### src/rtl/fsc_pkg.sv
// Package: shared types for the frame-sync superframe codec.
package fsc_pkg;
    // Classification of a completed frame-sync pulse seen on the input pin.
    typedef enum logic [1:0] {
        FS_NONE   = 2'd0,
        FS_NORMAL = 2'd1,
        FS_MARKER = 2'd2,
        FS_BAD    = 2'd3
    } fs_class_e;
endpackage

### src/rtl/fsc_width_decoder.sv
// Module: fsc_width_decoder
// Measures the width of each frame-sync pulse received in slave role.
// It reports the class of the pulse during the one clock in which the pin
// is first sampled low after being high.
// Assumes fs_in is synchronous to clk. Widths above 3 saturate to 3.
module fsc_width_decoder
    import fsc_pkg::*;
(
    input  logic      clk,
    input  logic      rst_n,
    input  logic      enable,
    input  logic      fs_in,
    output fs_class_e pulse_class
);
    localparam int CNT_W = 2;
    localparam logic [CNT_W-1:0] CNT_SAT = '1;

    logic             fs_prev;
    logic [CNT_W-1:0] width_cnt;

    // Track the previous pin level and count the clocks the pin stays high.
    always_ff @(posedge clk) begin
        if (!rst_n || !enable) begin
            fs_prev   <= 1'b0;
            width_cnt <= '0;
        end else begin
            fs_prev <= fs_in;
            if (fs_in) begin
                if (!fs_prev)
                    width_cnt <= CNT_W'(1);
                else if (width_cnt != CNT_SAT)
                    width_cnt <= width_cnt + CNT_W'(1);
            end
        end
    end

    // Classify the pulse on its falling edge.
    always_comb begin
        pulse_class = FS_NONE;
        if (enable && fs_prev && !fs_in) begin
            case (width_cnt)
                CNT_W'(1): pulse_class = FS_MARKER;
                CNT_W'(2): pulse_class = FS_NORMAL;
                default:   pulse_class = FS_BAD;
            endcase
        end
    end
endmodule

### src/rtl/fsc_frame_timer.sv
// Module: fsc_frame_timer
// Bit counter and frame-sync generator for master role. A pulse starts at
// bit 0 of each frame. It lasts two clocks, or one clock when a
// receive-superframe request was seen during the previous frame.
// Assumes FRAME_LEN >= 4. After reset the counter sits at the last bit, so
// the first frame starts one clock after reset is released.
module fsc_frame_timer #(
    parameter int FRAME_LEN = 32
) (
    input  logic clk,
    input  logic rst_n,
    input  logic rx_sf_start,
    output logic fs_drive,
    output logic frame_start
);
    localparam int BIT_W = $clog2(FRAME_LEN);
    localparam logic [BIT_W-1:0] LAST_BIT = BIT_W'(FRAME_LEN - 1);

    logic [BIT_W-1:0] bit_cnt;
    logic             req_pending;
    logic             short_frame;

    // Advance the bit position within the frame.
    always_ff @(posedge clk) begin
        if (!rst_n)
            bit_cnt <= LAST_BIT;
        else if (bit_cnt == LAST_BIT)
            bit_cnt <= '0;
        else
            bit_cnt <= bit_cnt + BIT_W'(1);
    end

    // Collect marker requests and commit them to the next frame at its boundary.
    always_ff @(posedge clk) begin
        if (!rst_n) begin
            req_pending <= 1'b0;
            short_frame <= 1'b0;
        end else if (bit_cnt == LAST_BIT) begin
            short_frame <= req_pending | rx_sf_start;
            req_pending <= 1'b0;
        end else begin
            req_pending <= req_pending | rx_sf_start;
        end
    end

    // Shape the pulse: bit 0 always, bit 1 only for an ordinary frame.
    always_comb begin
        frame_start = (bit_cnt == '0);
        fs_drive    = frame_start || ((bit_cnt == BIT_W'(1)) && !short_frame);
    end
endmodule

### src/rtl/fsc_sf_index.sv
// Module: fsc_sf_index
// Transmit frame index within the superframe. It steps on each frame event
// and wraps at SF_FRAMES-1. A force request loads 0 instead. sf_start is a
// one-clock strobe when the index has just become 0.
// Assumes force_zero is only meaningful together with advance.
module fsc_sf_index #(
    parameter int SF_FRAMES = 96,
    parameter int IDX_W     = $clog2(SF_FRAMES)
) (
    input  logic             clk,
    input  logic             rst_n,
    input  logic             advance,
    input  logic             force_zero,
    output logic [IDX_W-1:0] idx,
    output logic             sf_start
);
    localparam logic [IDX_W-1:0] IDX_MAX = IDX_W'(SF_FRAMES - 1);

    // Step, wrap or force the index and flag entry to frame 0.
    always_ff @(posedge clk) begin
        if (!rst_n) begin
            idx      <= IDX_MAX;
            sf_start <= 1'b0;
        end else begin
            sf_start <= 1'b0;
            if (advance) begin
                if (force_zero || idx == IDX_MAX) begin
                    idx      <= '0;
                    sf_start <= 1'b1;
                end else begin
                    idx <= idx + IDX_W'(1);
                end
            end
        end
    end
endmodule

### src/rtl/frame_sync_sf_codec.sv
// Module: frame_sync_sf_codec (top)
// Encodes and decodes superframe alignment in the frame-sync pulse width.
// In master role a timer drives the pin, and the index free-runs on frame
// starts. In slave role a decoder classifies each received pulse: a
// one-clock pulse realigns the index, a two-clock pulse advances it, and any
// other width sets a sticky error. The separate marker input is unused in
// this format. Assumes all inputs are synchronous to clk.
module frame_sync_sf_codec
    import fsc_pkg::*;
#(
    parameter int FRAME_LEN = 32,
    parameter int SF_FRAMES = 96,
    localparam int IDX_W    = $clog2(SF_FRAMES)
) (
    input  logic             clk,
    input  logic             rst_n,
    input  logic             is_master,
    input  logic             fs_in,
    input  logic             align_marker_in,
    input  logic             rx_sf_start,
    output logic             fs_out,
    output logic             fs_oe,
    output logic             tx_sf_start,
    output logic [IDX_W-1:0] tx_frame_idx,
    output logic             fs_width_err
);
    logic      tmr_fs;
    logic      tmr_frame_start;
    fs_class_e rx_class;
    logic      idx_advance;
    logic      idx_force;
    logic      unused_marker;

    assign unused_marker = align_marker_in;

    fsc_frame_timer #(.FRAME_LEN(FRAME_LEN)) u_timer (
        .clk         (clk),
        .rst_n       (rst_n),
        .rx_sf_start (rx_sf_start & is_master),
        .fs_drive    (tmr_fs),
        .frame_start (tmr_frame_start)
    );

    fsc_width_decoder u_decoder (
        .clk         (clk),
        .rst_n       (rst_n),
        .enable      (!is_master),
        .fs_in       (fs_in),
        .pulse_class (rx_class)
    );

    // Pick the frame event and realign request for the active role.
    always_comb begin
        if (is_master) begin
            idx_advance = tmr_frame_start;
            idx_force   = 1'b0;
        end else begin
            idx_advance = (rx_class != FS_NONE);
            idx_force   = (rx_class == FS_MARKER);
        end
    end

    fsc_sf_index #(.SF_FRAMES(SF_FRAMES), .IDX_W(IDX_W)) u_index (
        .clk        (clk),
        .rst_n      (rst_n),
        .advance    (idx_advance),
        .force_zero (idx_force),
        .idx        (tx_frame_idx),
        .sf_start   (tx_sf_start)
    );

    // Latch an illegal received width until reset.
    always_ff @(posedge clk) begin
        if (!rst_n)
            fs_width_err <= 1'b0;
        else if (rx_class == FS_BAD)
            fs_width_err <= 1'b1;
    end

    // Drive the pin only in master role.
    always_comb begin
        fs_oe  = is_master;
        fs_out = is_master && rst_n && tmr_fs;
    end
endmodule

### config.mk
export PLATFORM = sky130hd
export DESIGN_NAME = frame_sync_sf_codec
export DESIGN_NICKNAME = d
export VERILOG_FILES = /design/src/rtl/fsc_pkg.sv /design/src/rtl/fsc_width_decoder.sv /design/src/rtl/fsc_frame_timer.sv /design/src/rtl/fsc_sf_index.sv /design/src/rtl/frame_sync_sf_codec.sv
export SDC_FILE = /design/constraint.sdc
export NUM_CORES = 1
export LEC_CHECK = 0
export ABC_AREA = 1
export BUFFER_PORTS_ARGS = -buffer_cell sky130_fd_sc_hd__buf_2
export CORE_UTILIZATION = 51
export CTS_BUF_LIST = sky130_fd_sc_hd__clkbuf_4 sky130_fd_sc_hd__clkbuf_8
export CTS_CLUSTER_DIAMETER = 60
export DETAILED_ROUTE_END_ITERATION = 16
export GPL_ROUTABILITY_DRIVEN = 0
export GPL_TIMING_DRIVEN = 0
export PLACE_DENSITY = 0.78
export SLEW_MARGIN = 0
export SYNTH_ARGS = -nofsm -noshare
export SYNTH_HDL_FRONTEND = slang
export SYNTH_SLANG_ARGS = --single-unit
### constraint.sdc
create_clock -name clk -period 1.2 [get_ports clk]
set_input_delay 0.18 -clock clk [delete_from_list [all_inputs] [get_ports clk]]
set_output_delay 0.18 -clock clk [all_outputs]
set_load 0.005 [all_outputs]
==> results_dict.tcl <==
set metrics [dict create \
    syn_inst 143 \
    numCtsBuffers 3 \
    htree_levels 1 \
    cp.required_ns 1.02 \
    num_vias 992 \
    avgSynthCellArea_um2 7.01 \
    drcViolationCount 0 \
    core-area_um2 1780 \
    synth_top_cell_by_area "dfxtp_1" \
    row_count 15 \
    synth_simple_gate_area_share_pct 31.1 \
    synth_cell_type_count 21 \
    power.density_nw_per_um2 1070 \
    numClockSinks 19 \
    cts_hold_buf 0 \
    leakage_nw 0.672 \
    slew_viol_final 0 \
    dpl_worst_slack_ns -0.161 \
    synth_nets 157 \
    layout_common_cells "29 x nand2_1, 17 x inv_1, 16 x buf_2" \
    crit_path_end_kind "primary output" \
    rsz0062_at_grt "yes" \
    whs_endpoint "u_timer.short_frame$_SDFFE_PN0P_" \
    tightest_slew_ns 0.235 \
    cp-start-kind "flip-flop" \
    fin_nets 185 \
    synth_top_family_by_area "simple AND/OR/NAND/NOR gates" \
    hp-class "in2reg" \
    synth_fa_ha_area_share_pct 9.99 \
    final_hold_viol_count 0 \
    port_buffers 15 \
    synthMuxAreaShare_pct 0 \
    hold_ws_ns 0.164 \
    whs_path_depth 3 \
    clkTransAtPathRegs_ns 0.11 \
    timing.final.ws_setup_ns -0.363 \
    setup_viol 15 \
    grt_pass1_wl_um 3530 \
    fin_crit_ns 1.56 \
    final_util_pct 77.6 \
    antenna_found_initial 0 \
    r2r_start "u_timer.bit_cnt[1]$_SDFF_PN1_" \
    fp.dieW_um 46.3 \
    synth_compound_area_share_pct 7.87 \
    synth-seq-area-share_pct 38.0 \
    reg2regPathDepth 8 \
    r2r_slack_ns -0.21 \
    antenna_left 0 \
    grt.total_usage_pct 23.7 \
    syn2layout_area_growth_pct 38.1 \
    maxCapViolCount 0 \
    clkLatencyLatePin_ns 0.31 \
    slew_headroom_pct 84.3 \
    peakVddDrop_uv 868 \
    fmax_ghz 0.640 \
    min_from "rx_sf_start" \
    clockBufferDepth 2 \
    finClkSkew_ns 0.00477 \
    ys_seq_elements 19 \
    firstDrtPassIters 5 \
    root_buffer "clkbuf_4" \
    synth_xor_xnor_area_share_pct 1.75 \
    layout-drive-gt1-share_pct 41.2 \
    io_pins 17 \
    crit_arrival_ns 1.38 \
    yosysTopAreaCellShare_pct 38.0 \
    grt_overflow 0 \
    drt-wirelength-per-cell_um 12.9 \
    first_iter_violations 29 \
    die_y_um 46.3 \
    violations "negative setup slack" \
    yosys_warnings 0 \
    synth.top_cells.by_area "dfxtp_1 38%, nand2_1 13%, ha_1 10%" \
    grt_max_degree 12 \
    outcome "complete, but fails checks" \
    synth_area_um2 1000 \
    grt_pass1_vias 870 \
    avgViaCountPerCell 5.09 \
    placedCellCount 183 \
    cts_tree "built" \
    stdcell_count 195 \
    final_common_cell "nand2_1" \
    n_antenna_cell 0 \
    cp_max_fo 2 \
    fin_crit_sh_pct 130 \
    worst_r2r_endpoint "u_timer.bit_cnt[2]$_SDFF_PN1_" \
    start_util_pct 56.2 \
    wl_um 2520 \
    dp_hpwl_um 1470 \
    crit_type "reg2out" \
    die-area_um2 2150 \
    finalSetupTns_ns -1.97 \
]
## through the flow
stage	total power, mW	area (µm²)
after floorplan	0.957	1030
after global placement	1.01	1130
after detailed placement	1.03	1130
after CTS	1.45	1290
after global routing	1.58	1380
final	1.49	1380
## worst max path at each step
stage / depth (start not counted) / endpoint / startpoint / slack (ns)
after CTS: 7 / fs_out / u_timer.bit_cnt[0]$_SDFF_PN1_ / -0.28
after floorplan: 11 / u_index.idx[3]$_SDFFE_PN1P_ / u_timer.bit_cnt[0]$_SDFF_PN1_ / -0.006
final: 7 / fs_out / u_timer.bit_cnt[0]$_SDFF_PN1_ / -0.36
after global routing: 7 / fs_out / u_timer.bit_cnt[0]$_SDFF_PN1_ / -0.38
after detailed placement: 10 / u_index.idx[1]$_SDFFE_PN1P_ / u_timer.bit_cnt[0]$_SDFF_PN1_ / -0.16
after global placement: 10 / u_index.idx[1]$_SDFFE_PN1P_ / u_timer.bit_cnt[0]$_SDFF_PN1_ / -0.11
## flip-flops by register name (all words and copies together), names as in the netlist
signal	flops
u_index.sf_start	1
u_timer.short_frame	1
fs_width_err	1
u_timer.bit_cnt	5
u_index.idx	7
u_decoder.fs_prev	1
u_timer.req_pending	1
u_decoder.width_cnt	2
## synth_stat cells
library cell	n
nor2_2	2
inv_1	23
buf_2	1
nor2_1	16
xor2_1	2
nand4_1	3
ha_1	8
inv_2	1
buf_4	1
nand2_1	35
a31oi_1	1
nand3_1	11
nand2_2	1
buf_6	1
o21a_1	1
nand3_2	1
dfxtp_1	19
nor3_1	1
a21oi_1	4
or2_2	2
o21ai_0	9
## kinds of logic after synthesis
group,after synthesis
xor gates and xnor gates,2
and+or+nand+nor,72
adders and majority gates,8
AOI/OAI and AO/OA,15
buffers and inverters,27
DFF,19
## repair_timing
action,CTS,global route
endpoints found under the setup margin,14,17
setup buffers,5,2
gates resized for setup,33,19
gates cloned,1,0
pin swaps,10,9
## area by class of cell
| class | instances | area, µm² |
|---|---|---|
| well taps | 25 | 31.3 |
| fillers | 122 | 399 |
| clock inverters | 1 | 5.00 |
| clock buffers | 3 | 22.5 |
| repair buffers | 23 | 143 |
| inverters | 24 | 95.1 |
| flip-flops and latches | 19 | 403 |
| plain buffers | 3 | 23.8 |
| multi-input cells | 97 | 661 |
## report_power, final
part | internal (mW) | switching (mW)
Sequential | 0.689 | 0.0637
Clock | 0.125 | 0.211
Combinational | 0.180 | 0.218
## layer usage
layer,track usage [%],vias to the layer above,wire [µm]
met5,0,-,0
met4,14.7,0,53
met3,6.67,10,68
met2,38.1,21,1320
met1,27.4,458,1080
li1,-,503,-
## worst max-delay path, cell delays in order, from the launching register on
cell	delay, ns
dfxtp_4	0.38
inv_4	0.06
ha_4	0.12
inv_2	0.04
nor2_4	0.08
nand2_1	0.06
a21oi_1	0.20
buf_2	0.15
(Power assumes the default switching activity.)
